File: config.mk
export PLATFORM = sky130hd
export DESIGN_NAME = booth_wallace_mul
export DESIGN_NICKNAME = d
export VERILOG_FILES = /design/src/rtl/booth_mul_pkg.sv /design/src/rtl/booth_recoder.sv /design/src/rtl/pp_gen.sv /design/src/rtl/csa_tree.sv /design/src/rtl/cla_adder.sv /design/src/rtl/booth_wallace_mul.sv
export SDC_FILE = /design/constraint.sdc
export NUM_CORES = 1
export LEC_CHECK = 0
export BUFFER_PORTS_ARGS = -buffer_cell sky130_fd_sc_hd__buf_2
export CAP_MARGIN = 10
export CORE_ASPECT_RATIO = 0.8
export CORE_MARGIN = 3
export CORE_UTILIZATION = 37
export CTS_CLUSTER_SIZE = 25
export DETAILED_ROUTE_END_ITERATION = 10
export GPL_ROUTABILITY_DRIVEN = 0
export PLACE_DENSITY_LB_ADDON = 0.08
export SLEW_MARGIN = 0
export SYNTH_ARGS = -nofsm -noshare
export SYNTH_HDL_FRONTEND = slang
export SYNTH_SLANG_ARGS = --single-unit
File: constraint.sdc
create_clock -name clk -period 10.05 [get_ports clk]
set_input_delay 0.5025 -clock clk [delete_from_list [all_inputs] [get_ports clk]]
set_output_delay 0.5025 -clock clk [all_outputs]
set_load 0.05 [all_outputs]
File: src/rtl/booth_mul_pkg.sv
package booth_mul_pkg;

   typedef struct packed {
      logic neg;
      logic one;
      logic two;
   } booth_dig_t;

   function automatic int csa_rows_next(input int r);
      return (r / 3) * 2 + (r % 3);
   endfunction

   function automatic int csa_rows_at(input int r, input int lvl);
      int n;
      n = r;
      for (int i = 0; i < lvl; i++) n = csa_rows_next(n);
      return n;
   endfunction

   function automatic int csa_depth(input int r);
      int n;
      int d;
      n = r;
      d = 0;
      for (int i = 0; i < 64; i++) begin
         if (n > 2) begin
            n = csa_rows_next(n);
            d = d + 1;
         end
      end
      return d;
   endfunction

endpackage

File: src/rtl/booth_recoder.sv
module booth_recoder
   import booth_mul_pkg::*;
#(
   parameter int N  = 8,
   localparam int ND = N / 2
) (
   input  logic [N-1:0] mplr,
   output booth_dig_t   digs [ND]
);
   logic [N:0] ext;
   assign ext = {mplr, 1'b0};

   for (genvar i = 0; i < ND; i++) begin : g_dig
      logic [2:0] trip;
      assign trip         = ext[2*i+2 -: 3];
      assign digs[i].neg  = trip[2];
      assign digs[i].one  = trip[1] ^ trip[0];
      assign digs[i].two  = (trip[2] & ~trip[1] & ~trip[0]) |
                            (~trip[2] & trip[1] & trip[0]);
   end
endmodule

File: src/rtl/pp_gen.sv
module pp_gen
   import booth_mul_pkg::*;
#(
   parameter int N  = 8,
   localparam int ND = N / 2,
   localparam int W  = 2 * N
) (
   input  logic [N-1:0] mcand,
   input  booth_dig_t   digs [ND],
   output logic [W-1:0] rows [ND+1]
);
   logic [W-1:0] sx;
   logic [W-1:0] corr;
   assign sx = {{N{mcand[N-1]}}, mcand};

   for (genvar i = 0; i < ND; i++) begin : g_pp
      logic [W-1:0] mag;
      logic [W-1:0] sgn;
      always_comb begin
         if (digs[i].one)      mag = sx;
         else if (digs[i].two) mag = {sx[W-2:0], 1'b0};
         else                  mag = '0;
      end
      assign sgn      = digs[i].neg ? ~mag : mag;
      assign rows[i]  = sgn << (2 * i);
      assign corr[2*i]   = digs[i].neg;
      assign corr[2*i+1] = 1'b0;
   end

   if (W > 2 * ND) begin : g_corr_hi
      assign corr[W-1:2*ND] = '0;
   end

   assign rows[ND] = corr;
endmodule

File: src/rtl/csa_tree.sv
module csa_tree
   import booth_mul_pkg::*;
#(
   parameter int W = 16,
   parameter int R = 5,
   localparam int D = csa_depth(R)
) (
   input  logic [W-1:0] rows_in [R],
   output logic [W-1:0] sum_row,
   output logic [W-1:0] carry_row
);
   if (R < 3) begin : g_bad
      $error("csa_tree needs at least three rows");
   end

   for (genvar l = 0; l < D; l++) begin : g_lvl
      localparam int RI = csa_rows_at(R, l);
      localparam int RO = csa_rows_at(R, l + 1);
      localparam int NG = RI / 3;
      logic [W-1:0] cur [RI];
      logic [W-1:0] nxt [RO];

      if (l == 0) begin : g_src0
         assign cur = rows_in;
      end else begin : g_srcn
         assign cur = g_lvl[l-1].nxt;
      end

      for (genvar g = 0; g < NG; g++) begin : g_csa
         logic [W-1:0] x, y, z;
         logic [W-2:0] maj;
         assign x   = cur[3*g];
         assign y   = cur[3*g+1];
         assign z   = cur[3*g+2];
         assign maj = (x[W-2:0] & y[W-2:0]) | (x[W-2:0] & z[W-2:0]) |
                      (y[W-2:0] & z[W-2:0]);
         assign nxt[2*g]   = x ^ y ^ z;
         assign nxt[2*g+1] = {maj, 1'b0};
      end

      for (genvar k = 0; k < RI % 3; k++) begin : g_pass
         assign nxt[2*NG+k] = cur[3*NG+k];
      end
   end

   assign sum_row   = g_lvl[D-1].nxt[0];
   assign carry_row = g_lvl[D-1].nxt[1];
endmodule

File: src/rtl/cla_adder.sv
module cla_adder #(
   parameter int W   = 16,
   parameter int GRP = 4,
   localparam int NGRP = W / GRP
) (
   input  logic [W-1:0] op_x,
   input  logic [W-1:0] op_y,
   output logic [W-1:0] sum
);
   if (W % GRP != 0) begin : g_bad
      $error("cla_adder width must be a multiple of the group size");
   end

   logic [W-1:0] gen, prp;
   logic [W:0]   cy;

   assign gen = op_x & op_y;
   assign prp = op_x ^ op_y;

   always_comb begin
      cy    = '0;
      cy[0] = 1'b0;
      for (int q = 0; q < NGRP; q++) begin
         for (int k = 0; k < GRP; k++) begin
            logic acc;
            logic chain;
            chain = 1'b1;
            for (int j = 0; j <= k; j++) chain = chain & prp[q*GRP+j];
            acc = chain & cy[q*GRP];
            for (int j = 0; j <= k; j++) begin
               logic t;
               t = gen[q*GRP+j];
               for (int m = j + 1; m <= k; m++) t = t & prp[q*GRP+m];
               acc = acc | t;
            end
            cy[q*GRP+k+1] = acc;
         end
      end
   end

   assign sum = prp ^ cy[W-1:0];
endmodule

File: src/rtl/booth_wallace_mul.sv
module booth_wallace_mul
   import booth_mul_pkg::*;
#(
   parameter int N   = 8,
   parameter int GRP = 4,
   localparam int ND = N / 2,
   localparam int W  = 2 * N
) (
   input  logic           clk,
   input  logic           rst_n,
   input  logic           in_valid,
   input  logic [N-1:0]   a_in,
   input  logic [N-1:0]   b_in,
   output logic           out_valid,
   output logic [2*N-1:0] prod_out
);
   if (N < 4 || (N % 2) != 0) begin : g_bad_n
      $error("booth_wallace_mul: N must be even and at least 4");
   end

   logic [N-1:0] a_q, b_q;
   logic         v_q;

   always_ff @(posedge clk or negedge rst_n) begin
      if (!rst_n) begin
         a_q <= '0;
         b_q <= '0;
         v_q <= 1'b0;
      end else begin
         v_q <= in_valid;
         if (in_valid) begin
            a_q <= a_in;
            b_q <= b_in;
         end
      end
   end

   booth_dig_t   digs [ND];
   logic [W-1:0] rows [ND+1];
   logic [W-1:0] s_row, c_row;

   booth_recoder #(.N(N)) u_rec (
      .mplr (b_q),
      .digs (digs)
   );

   pp_gen #(.N(N)) u_pp (
      .mcand (a_q),
      .digs  (digs),
      .rows  (rows)
   );

   csa_tree #(.W(W), .R(ND + 1)) u_tree (
      .rows_in   (rows),
      .sum_row   (s_row),
      .carry_row (c_row)
   );

   cla_adder #(.W(W), .GRP(GRP)) u_cla (
      .op_x (s_row),
      .op_y (c_row),
      .sum  (prod_out)
   );

   assign out_valid = v_q;
endmodule

==> Yosys cells after proc, flatten, opt, wreduce, memory -nomap -nowiden <==
Index checks and enable logic that the tools add are counted.
{ "op_classes": {"magnitude_cmp": 0, "bitwise_logic": 127, "mul": 0, "shifts": 0, "reduce_logical": 0, "n_addsub": 0, "n_eq_ne": 0, "n_mux": 12, "div": 0} }
{ "op_table": {"columns": ["cell", "n"], "rows": [
  ["AND 15 bit", 8],
  ["XOR 16 bit", 7],
  ["OR 15 bit", 6],
  ["AND 1 bit", 53],
  ["2-to-1 mux 16 bit", 3],
  ["2-to-1 mux 14 bit", 3],
  ["2-to-1 mux 12 bit", 3],
  ["OR 1 bit", 35],
  ["AND 15 x 7 -> 15 bit", 2],
  ["2-to-1 mux 10 bit", 3],
  ["NOT 16 bit", 1],
  ["XOR 16 x 7 -> 16 bit", 1],
  ["NOT 14 bit", 1],
  ["NOT 12 bit", 1],
  ["NOT 10 bit", 1],
  ["NOT 1 bit", 8],
  ["XOR 1 bit", 3]
]} }
{ "word_totals": {"latch_bits": 0, "out_inout_bits": 17, "ram_bits": 0, "memories": 0, "inputBits": 19, "reg_bits": 17, "mem_bits_ro": 0, "word_cells": 142} }

==> Longest topological paths before layout <==
Gate-level depths: netlist of run 1.
{ "logic_depth": {"depth_word": 39, "depth_mapped": 18, "depth_no_buf": 17} }

==> Cells and area by module <==
Synthesis of run 1 repeated with hierarchy kept, for this count alone.
{ "unflattened": {"hier_cells": 407, "hier_area_um2": 4175.3} }
{ "modules_own_cells": {"columns": ["mod", "area_each_um2", "cells_each", "seq_area_each_um2", "n_inst"], "rows": [
  ["pp_gen", 1808.0, 233, 0.0, 1],
  ["csa_tree", 989.7, 59, 0.0, 1],
  ["booth_wallace_mul", 674.4, 35, 425.4, 1],
  ["cla_adder", 584.3, 62, 0.0, 1],
  ["booth_recoder", 118.9, 18, 0.0, 1]
]} }

==> Least setup slack after synthesis of run 1 <==
No wires, ideal clock.
{ "synth_path": {"path_kind": "reg2out", "from": "reg b_q[3]", "to": "out prod_out[13]", "required_time_ns": 9.547, "arrival_ns": 4.691, "path_slack_ns": 4.857, "path_buffers": 3, "path_stages_with_launch": 15, "path_cell_list": "dfrtp_1 buf_2 buf_2 buf_1 o21ai_0 fa_1 fa_1 inv_1 ha_1 ha_1 nand2_1 o21ai_0 a21oi_4 fa_1 xnor2_1"} }
{ "synth_between": {"elab_chain_cells": 33, "elab_cells_between_ends": 80, "cone_classes": "6 x mux; 74 x bitwise"} }
{ "synth_rtl": {"columns": ["item", "line_no", "source"], "rows": [
  ["start, declared", "booth_wallace_mul.sv:21", "logic [N-1:0] a_q, b_q;"],
  ["start signal, assigned", "booth_wallace_mul.sv:33", "b_q <= b_in;"],
  ["NOT 1 bit", "booth_recoder.sv:18, booth_recoder.sv:19", null],
  ["AND 1 bit (2 in series)", "booth_recoder.sv:19", "(~trip[2] & trip[1] & trip[0]);"],
  ["OR 1 bit", "booth_recoder.sv:18", "assign digs[i].two = (trip[2] & ~trip[1] & ~trip[0]) |"],
  ["2-to-1 mux 14 bit", "pp_gen.sv:21", "else if (digs[i].two) mag = {sx[W-2:0], 1'b0};"],
  ["2-to-1 mux 14 bit", "pp_gen.sv:20", "if (digs[i].one) mag = sx;"],
  ["NOT 14 bit", "pp_gen.sv:24", "assign sgn = digs[i].neg ? ~mag : mag;"],
  ["2-to-1 mux 14 bit", "pp_gen.sv:24", null],
  ["AND 15 bit / XOR 16 bit (equally long branches)", "csa_tree.sv:35, csa_tree.sv:37", null],
  ["[9 not listed]", null, null],
  ["AND 1 bit (2 in series)", "cla_adder.sv:28", "for (int j = 0; j <= k; j++) chain = chain & prp[q*GRP+j];"],
  ["AND 1 bit", "cla_adder.sv:29", "acc = chain & cy[q*GRP];"],
  ["OR 1 bit (4 in series)", "cla_adder.sv:34", "acc = acc | t;"],
  ["AND 1 bit", "cla_adder.sv:29", null],
  ["OR 1 bit (4 in series)", "cla_adder.sv:34", null],
  ["AND 1 bit", "cla_adder.sv:29", null],
  ["OR 1 bit", "cla_adder.sv:34", null],
  ["XOR 16 bit *", "cla_adder.sv:41", "assign sum = prp ^ cy[W-1:0];"],
  ["end, declared", "booth_wallace_mul.sv:15", "output logic [2*N-1:0] prod_out"]
]} }
Every way passes the cells marked *; elsewhere a longest branch is shown, timed or not.

==> Worst setup path in the final report of run 1 <==
{ "layout_path": {"from": "reg b_q[1]", "to": "out prod_out[13]"} }
{ "layout_between": {"elab_chain_cells": 32, "elab_cells_between_ends": 77, "cone_classes": "6 x mux; 71 x bitwise"} }
{ "layout_rtl": {"columns": ["item", "line_no"], "rows": [
  ["NOT 1 bit", null],
  ["AND 1 bit", "booth_recoder.sv:18"],
  ["OR 1 bit", "booth_recoder.sv:18"],
  ["2-to-1 mux 14 bit", "pp_gen.sv:21"],
  ["2-to-1 mux 14 bit", "pp_gen.sv:20"],
  ["NOT 14 bit", "pp_gen.sv:24"],
  ["2-to-1 mux 14 bit", "pp_gen.sv:24"],
  ["AND 15 bit / XOR 16 bit (equally long branches)", "csa_tree.sv:35, csa_tree.sv:37"],
  ["[9 not listed]", null],
  ["AND 1 bit (2 in series)", "cla_adder.sv:28"],
  ["AND 1 bit", "cla_adder.sv:29"],
  ["OR 1 bit (4 in series)", "cla_adder.sv:34"],
  ["AND 1 bit", "cla_adder.sv:29"],
  ["OR 1 bit (4 in series)", "cla_adder.sv:34"],
  ["AND 1 bit", "cla_adder.sv:29"],
  ["OR 1 bit", "cla_adder.sv:34"],
  ["XOR 16 bit *", "cla_adder.sv:41"]
]} }
Marks and branches as above.

==> results.cfg, run 1 <==
[sta]
hold_viol_final = 0
final-setup-viol-count = 0
rsz0062_at_grt = false
finalSetupTns_ps = 0
fin_crit_sh_pct = 57.1
period_needed_ps = 5740
fin_skew_ps = 0
relSlewSlack_pct = 41.5
tightest_slew_ps = 878
setup_slack_ps = 4310
max_freq_mhz = 174
drv_slew = 0

[route]
drt-total-wl_um = 7040
viasPerCell = 5.41
wl_met1_um = 3730
drt_iter0_drc = 98
wl_met2_um = 2990
route.met3.wl_um = 294
vias = 2622
final_antenna_net_count = 0
highest_layer = met4
dr.pass1.iters = 5
drcViolationCount = 0
wire_per_inst_um = 14.5

[clock_tree]
postCtsSetupRepairBufs = 0
path_clk_slew_ps = 60
cts-root-buf = clkbuf_8
cts_sinks = 17
clock_latency_ps = 250
cts_tree = yes
numCtsBuffers = 3
cts_buffer_depth = 2
cts_resized = 0
ctsHoldBuffers = 0
cts_htree_levels = 1

[worst_setup_path]
path_common_cell = fa_1
cp_slowest_cell = nor2_1
path_buf_inv = 2
rr_endpoint = b_q[6]
path_class = register to primary output
reg2reg_depth = 2
crit_path_end_kind = primary output
crit_chain = nor2_1 -> nor2b_1 -> o21ai_0 -> fa_1 -> fa_1 -> inv_1 -> ha_1 -> ha_1 -> nand2_1 -> o21ai_0 -> a21oi_4 -> fa_1 -> xnor2_1 -> buf_2
worstPathRequired_ps = 9550
crit_fanout = 21
cp_top_family = adder cells
reg2reg_slack_ps = 8500
cp-start-kind = register
crit_arrival_ps = 5230
r2r-start = b_q[6]
max_stage_delay_ps = 680

[final_layout]
area_delta_synth_final_pct = 7.47
final_util_pct = 41.5
layout-drive-gt1-share_pct = 15.9
n_antenna_cell = 0
finalNetCount = 449
instances_no_fill = 485

[synth]
syn_avg_cell_area_um2 = 8.38
synthSimpleGateAreaFrac_pct = 13.1
syn_nets = 441
synth_adder_area_share_pct = 31.1
synth_seq_cells = 17
yosysUniqueCellTypes = 41
synth_top_family_by_area = adder cells
synth_area_leaders = fa_1 15%, dfrtp_1 14%, ha_1 12%
syn_inst = 370
synth_area_leader_cell = fa_1
synth_xor_area_share_pct = 4.24
synthTopCellsByCount = 33 x nand2_1, 30 x inv_1, 29 x ha_1
synthMostInstantiatedCell = nand2_1
synth_top_area_share_pct = 14.9
synth_compound_area_share_pct = 22.3
synth_flop_cell = dfrtp_1
synth_seq_area_share_pct = 13.7
ys_warn_count = 0
async_flop_share_pct = 100
syn_area_um2 = 3100
synthMuxAreaShare_pct = 7.06
synth_edf_count = 0

[global_route]
track_usage_pct = 15.9
grt_pass1_vias = 2484
overflow = 0
grt_max_degree = 52
antenna_found_initial = 0
grt_pass1_wl_um = 12400

[floorplanning]
num_io_pins = 36
die_h_um = 87.9
dieWidth_um = 108
core_area_um2 = 8020
row_count = 29
die-area_um2 = 9520
initial_core_util_pct = 38.6

[placed_design]
dp_cells = 481
port_buffers = 35
pre_cts_ws_ps = 4560
dp_hpwl_um = 5300

[worst_hold_path]
min_path_type = input port to async pin

[flow_run]
maxCapViolCount = 0

[run_status]
status = finished, final reports clean
[metrics by stage]
step / area (µm²) / hold slack (ps)
final: 3330 / 166
after global routing: 3330 / 180
after CTS: 3330 / 169
after detailed placement: 3290 / 443
after global placement: 3290 / 446
after floorplan: 3100 / 207
[area by class of cell]
| type | count | area (µm²) |
|---|---|---|
| multi-input combinational | 286 | 2410 |
| fill | 838 | 4690 |
| sequential | 17 | 425 |
| inverter | 33 | 124 |
| clock buffer | 4 | 45.0 |
| timing repair buffer | 37 | 190 |
| tap | 108 | 135 |
[worst register-to-register path: cells and delay by family (launching register included)]
kind,cells,cell delay (ps)
compound gates,1,250
flops,1,740
buf+inv,1,480
[kinds of logic after synthesis]
logic type               count (synthesis)
AO/OA/AOI/OAI                           98
XOR/XNOR                                15
adder cells (fa/ha/maj)                 66
buffers and inverters                   67
flip-flops                              17
multiplexers                            20
AND/OR/NAND/NOR                         87
[metal layers]
metal  track usage (%)  vias to the layer above
met4              1.38                        0
met2              24.8                       53
met1              24.7                     1240
li1                  -                     1323
met5                 0                        -
met3              1.33                        6
[flip-flops by register name (all words and copies together) (netlist names)]
signal	flops
b_q	8
out_valid	1
a_q	8
[how the worst max path moves through the flow]
stage / startpoint / endpoint / slack [ps] / cells after the start
floorplan: b_q[3] / prod_out[13] / 4860 / 14
global placement: b_q[1] / prod_out[13] / 4590 / 14
detailed placement: b_q[1] / prod_out[13] / 4560 / 14
CTS: b_q[1] / prod_out[13] / 4280 / 14
global route: b_q[1] / prod_out[13] / 3870 / 14
finish: b_q[1] / prod_out[13] / 4310 / 14
[placed cells by master (no fill, tap or decap), types with 15 or more instances in the layout]
cell type / instances
buf_2: 35
nand2_1: 33
inv_1: 30
ha_1: 29
fa_1: 23
a21oi_1: 22
nor2_1: 20
dfrtp_1: 17
o22ai_1: 16
nor2b_1: 15
mux2_2: 15
Power of run 1 is left out: the tool's default activity adds up to more than one toggle a clock period on the data nets, which glitch-free logic cannot reach.
==> inputs of run 2 (changes only) <==
--- a/config.mk
+++ b/config.mk
@@ -5,6 +5,7 @@
 export SDC_FILE = /design/constraint.sdc
 export NUM_CORES = 1
 export LEC_CHECK = 0
+export ABC_AREA = 1
 export BUFFER_PORTS_ARGS = -buffer_cell sky130_fd_sc_hd__buf_2
 export CAP_MARGIN = 10
 export CORE_ASPECT_RATIO = 0.8
==> constraint.sdc (replaced) <==
create_clock -name clk -period 5.98 [get_ports clk]
set_input_delay 0.299 -clock clk [delete_from_list [all_inputs] [get_ports clk]]
set_output_delay 0.299 -clock clk [all_outputs]
set_load 0.05 [all_outputs]
==> run 2 against run 1 <==
- die area shrank 14%
- highest routed layer unchanged
- clock-buffer cell count down 1
- clock skew stayed put
- final cell count down 11%
- core utilization grew 2.3 points
- critical path depth up 6
==> results.cfg, run 2 <==
[sta]
fin_skew_ps = 0
finalSetupTns_ps = 0
fin_crit_sh_pct = 90.2
relSlewSlack_pct = 45.7
hold_viol_final = 0
drv_slew = 0
rsz0062_at_grt = false
period_needed_ps = 5400
tightest_slew_ps = 807
max_freq_mhz = 185
final-setup-viol-count = 0

[worst_setup_path]
rr_endpoint = b_q[7]
cp_slowest_cell = dfrtp_1
path_buf_inv = 5
max_stage_delay_ps = 690
cp_top_family = adder cells
crit_fanout = 9
cp-start-kind = register
worstPathRequired_ps = 5680
crit_chain = inv_2 -> nor2_1 -> o21ai_2 -> o22ai_1 -> xor2_1 -> fa_1 -> fa_1 -> inv_1 -> fa_1 -> ha_1 -> inv_1 -> nor2_1 -> nand3_1 -> nand4_1 -> nand2_1 -> nand2_1 -> inv_1 -> fa_1 -> xnor2_1 -> buf_2
reg2reg_slack_ps = 4830
crit_path_end_kind = primary output
crit_arrival_ps = 5100
path_class = register to primary output
path_common_cell = fa_1
r2r-start = b_q[7]
reg2reg_depth = 2

[clock_tree]
numCtsBuffers = 3
cts_resized = 0
clock_latency_ps = 260
cts_sinks = 17
cts_buffer_depth = 2
cts_tree = yes
path_clk_slew_ps = 80
cts_htree_levels = 1
cts-root-buf = clkbuf_8

[route]
drt_iter0_drc = 180
dr.pass1.iters = 4
vias = 2094
drt-total-wl_um = 5700
viasPerCell = 4.86
wire_per_inst_um = 13.2
drcViolationCount = 0
final_antenna_net_count = 0

[synth]
async_flop_share_pct = 100
ys_warn_count = 0
synth_seq_area_share_pct = 16.2
synth_top_family_by_area = adder cells
synth_edf_count = 0
syn_inst = 316
synthSimpleGateAreaFrac_pct = 12.5
synthMostInstantiatedCell = inv_1
synth_adder_area_share_pct = 31.3
syn_nets = 387
syn_area_um2 = 2630
yosysUniqueCellTypes = 34
synth_compound_area_share_pct = 15.3
synthTopCellsByCount = 56 x inv_1, 47 x nand2_1, 33 x xor2_1
synth_top_area_share_pct = 17.5
synth_flop_cell = dfrtp_1
synth_area_leaders = fa_1 17%, dfrtp_1 16%, ha_1 14%
synth_area_leader_cell = fa_1
syn_avg_cell_area_um2 = 8.33
synth_xor_area_share_pct = 12.3
synth_seq_cells = 17
synthMuxAreaShare_pct = 1.28

[final_layout]
area_delta_synth_final_pct = 10.5
seqCellArea_um2 = 425
multiInputGateArea_um2 = 1910
finalNetCount = 419
layout-drive-gt1-share_pct = 16.7
fillers = 701
layout_common_cells = 56 x inv_1, 47 x nand2_1, 35 x buf_2, 33 x xor2_1, 29 x ha_1
layout_commonest_cell = inv_1
n_antenna_cell = 0

[floorplanning]
die_h_um = 81.4
num_io_pins = 36
initial_core_util_pct = 39.6
dieWidth_um = 100
core_area_um2 = 6640
row_count = 26
die-area_um2 = 8170

[worst_hold_path]
whs_path_depth = 3
min_path_type = input port to register
min_to = a_q[2]
hp-start = a_in[2]

[placed_design]
dp_hpwl_um = 4740
port_buffers = 35

[global_route]
overflow = 0
grt_pass1_vias = 2118
grt_max_degree = 31
antenna_found_initial = 0
grt_pass1_wl_um = 10200
track_usage_pct = 15.6

[flow_run]
maxCapViolCount = 0

[run_status]
status = finished, final reports clean
==> run 2: layout make-up <==
cell class                      instances  share of cell area [%]
Sequential cell                        17                    14.6
Multi-Input combinational cell        229                    65.7
Clock inverter                          1                   0.172
Inverter                               61                    8.05
Clock buffer                            3                    1.42
Tap cell                               84                    3.61
Timing Repair Buffer                   36                    6.37
==> run 2: cells by family (layout without fill, tap and decap cells) <==
group                    Yosys count  after routing
multiplexers                       3              3
buffers and inverters             70            101
XOR/XNOR                          37             37
AO/OA/AOI/OAI                     66             66
adder cells (fa/ha/maj)           52             52
AND/OR/NAND/NOR                   71             71
flip-flops                        17             17
==> run 2: per-stage QoR <==
stage | setup slack, ps | utilization (%) | cells | hold WS, ps | cell area (µm²)
after floorplan | 889 | - | 316 | 3.41 | 2630
after global placement | 935 | 43.0 | 426 | 264 | 2850
after detailed placement | 807 | 43.0 | 426 | 253 | 2850
after CTS | 523 | 43.8 | 431 | 243 | 2910
after global routing | 125 | 43.8 | 431 | 259 | 2910
final | 584 | 43.8 | 431 | 246 | 2910
==> run 2: repair_timing <==
| action | 4_1_cts | 5_1_grt |
|---|---|---|
| endpoints found under the hold margin | 17 | 0 |
| hold buffers | 1 | 0 |
| setup buffers | 0 | 0 |
==> run 2: worst min-delay path, cell delays in order <==
cell and delay, ps:
buf_2 70, nand2_1 40, o21ai_0 60
==> run 2: how the worst max path moves through the flow <==
stage | start | endpoint | cells past startpoint
4_1_cts | b_q[5] | prod_out[13] | 20
6_report | b_q[5] | prod_out[13] | 20
3_3_place_gp | b_q[5] | prod_out[13] | 20
2_1_floorplan | b_q[5] | prod_out[13] | 20
5_1_grt | b_q[3] | prod_out[13] | 21
3_5_place_dp | b_q[5] | prod_out[13] | 20
==> run 2: metal layers <==
layer	wire [µm]	part of all wire (%)	vias up	track usage (%)
met5	0	0	-	0
met4	21	0.37	0	1.21
met3	151	2.6	2	2.29
met2	2520	44	39	25.7
met1	3010	53	974	22.7
li1	-	-	1079	-
Power of run 2 is left out for the same reason.
==> inputs of run 3 (changes only) <==
--- a/config.mk
+++ b/config.mk
@@ -10,7 +10,7 @@
 export CAP_MARGIN = 10
 export CORE_ASPECT_RATIO = 0.8
 export CORE_MARGIN = 3
-export CORE_UTILIZATION = 37
+export CORE_UTILIZATION = 45
 export CTS_CLUSTER_SIZE = 25
 export DETAILED_ROUTE_END_ITERATION = 10
 export GPL_ROUTABILITY_DRIVEN = 0
==> run 3 against run 2 <==
- hold slack improved by 2.5 ps
- register-to-register slack about the same
- final cell count decreased by 1.4%
- non-clock buffer count unchanged
- wire length decreased by 2.5%
- first-iteration DRC count decreased by 46%
==> results.cfg, run 3 (synthesis results as in run 2) <==
[worst_setup_path]
crit_arrival_ps = 5160
rr_endpoint = b_q[5]
path_class = register to primary output
r2r-start = b_q[5]
reg2reg_depth = 2
worstPathRequired_ps = 5680
reg2reg_slack_ps = 4820
crit_fanout = 9
crit_path_end_kind = primary output
cp-start-kind = register

[global_route]
overflow = 0
grt_max_degree = 31
grt_pass1_vias = 1991
grt_pass1_wl_um = 9620
antenna_found_initial = 0
track_usage_pct = 17.6

[final_layout]
layout_commonest_cell = inv_1
finalNetCount = 419
layout_common_cells = 56 x inv_1, 47 x nand2_1, 35 x buf_2, 33 x xor2_1, 29 x ha_1
n_antenna_cell = 0
layout-drive-gt1-share_pct = 16.4
multiInputGateArea_um2 = 1910
area_delta_synth_final_pct = 10.2
seqCellArea_um2 = 425
instances_no_fill = 425
fillers = 531

[sta]
fin_crit_sh_pct = 91.3
relSlewSlack_pct = 36.9
period_needed_ps = 5460
finalSetupTns_ps = 0
final-setup-viol-count = 0
max_freq_mhz = 183
fin_skew_ps = 0
drv_slew = 0
hold_viol_final = 0
setup_slack_ps = 517
rsz0062_at_grt = false
tightest_slew_ps = 936
hold-worst-slack_ps = 248

[worst_hold_path]
hp-start = b_in[7]
min_path_type = input port to register
min_to = b_q[7]
whs_path_depth = 3

[placed_design]
pre_cts_ws_ps = 813
dp_cells = 420
dp_hpwl_um = 4720
port_buffers = 35

[route]
vias = 2111
wire_per_inst_um = 13.1
drt_iter0_drc = 97
drcViolationCount = 0
final_antenna_net_count = 0
drt-total-wl_um = 5560
viasPerCell = 4.97
dr.pass1.iters = 5

[run_status]
status = finished, final reports clean

[clock_tree]
postCtsSetupRepairBufs = 0
cts_tree = yes
cts_sinks = 17
cts-root-buf = clkbuf_8
numCtsBuffers = 3
path_clk_slew_ps = 60
cts_htree_levels = 1
cts_buffer_depth = 2
clock_latency_ps = 250

[floorplanning]
initial_core_util_pct = 47.4
core_area_um2 = 5560
die_h_um = 74.4
num_io_pins = 36
die-area_um2 = 6810
row_count = 24
dieWidth_um = 91.5

[flow_run]
maxCapViolCount = 0
[run 3: layout make-up]
| cell class | instances | area share, % |
|---|---|---|
| clock buffers | 4 | 1.55 |
| inverters | 61 | 8.07 |
| multi-input cells | 229 | 65.9 |
| flip-flops and latches | 17 | 14.7 |
| well taps | 78 | 3.37 |
| repair buffers | 36 | 6.39 |
[run 3: stage by stage]
step | utilization (%) | area, µm²
floorplan | - | 2630
global placement | 51.2 | 2840
detailed placement | 51.2 | 2840
CTS | 52.2 | 2900
finish | 52.2 | 2900
global route | 52.2 | 2900
[run 3: worst max path at each step]
stage	from	end	slack [ps]
4_1_cts	b_q[5]	prod_out[13]	530
2_1_floorplan	b_q[5]	prod_out[13]	890
3_5_place_dp	b_q[5]	prod_out[13]	810
5_1_grt	b_q[3]	prod_out[13]	180
6_report	b_q[5]	prod_out[13]	520
3_3_place_gp	b_q[5]	prod_out[13]	970
[run 3: routing by layer]
layer / part of all wire [%] / vias up / GRT usage (%)
met4: 0.85 / 0 / 4.01
met2: 42 / 59 / 28.0
met5: 0 / - / 0
li1: - / 1081 / -
met1: 53 / 966 / 26.4
met3: 4.1 / 5 / 1.31
[run 3: critical path, stage by stage (launching register included)]
cell     delay (ps)
dfrtp_1         680
inv_2           200
nor2_1          250
o21ai_2         160
o22ai_1         170
xor2_1          220
fa_1            440
fa_1            490
inv_1            50
fa_1            440
ha_1            300
inv_1            70
nor2_1          100
nand3_1          70
nand4_1         160
nand2_1          90
nand2_1         120
inv_1            70
fa_1            440
xnor2_1         130
buf_2           270
[run 3: repair_timing]
action                    in CTS  in global routing
hold buffers                   1                  0
hold endpoints to repair      17                  0
resized for setup              0                  0
Power of run 3 is left out for the same reason.
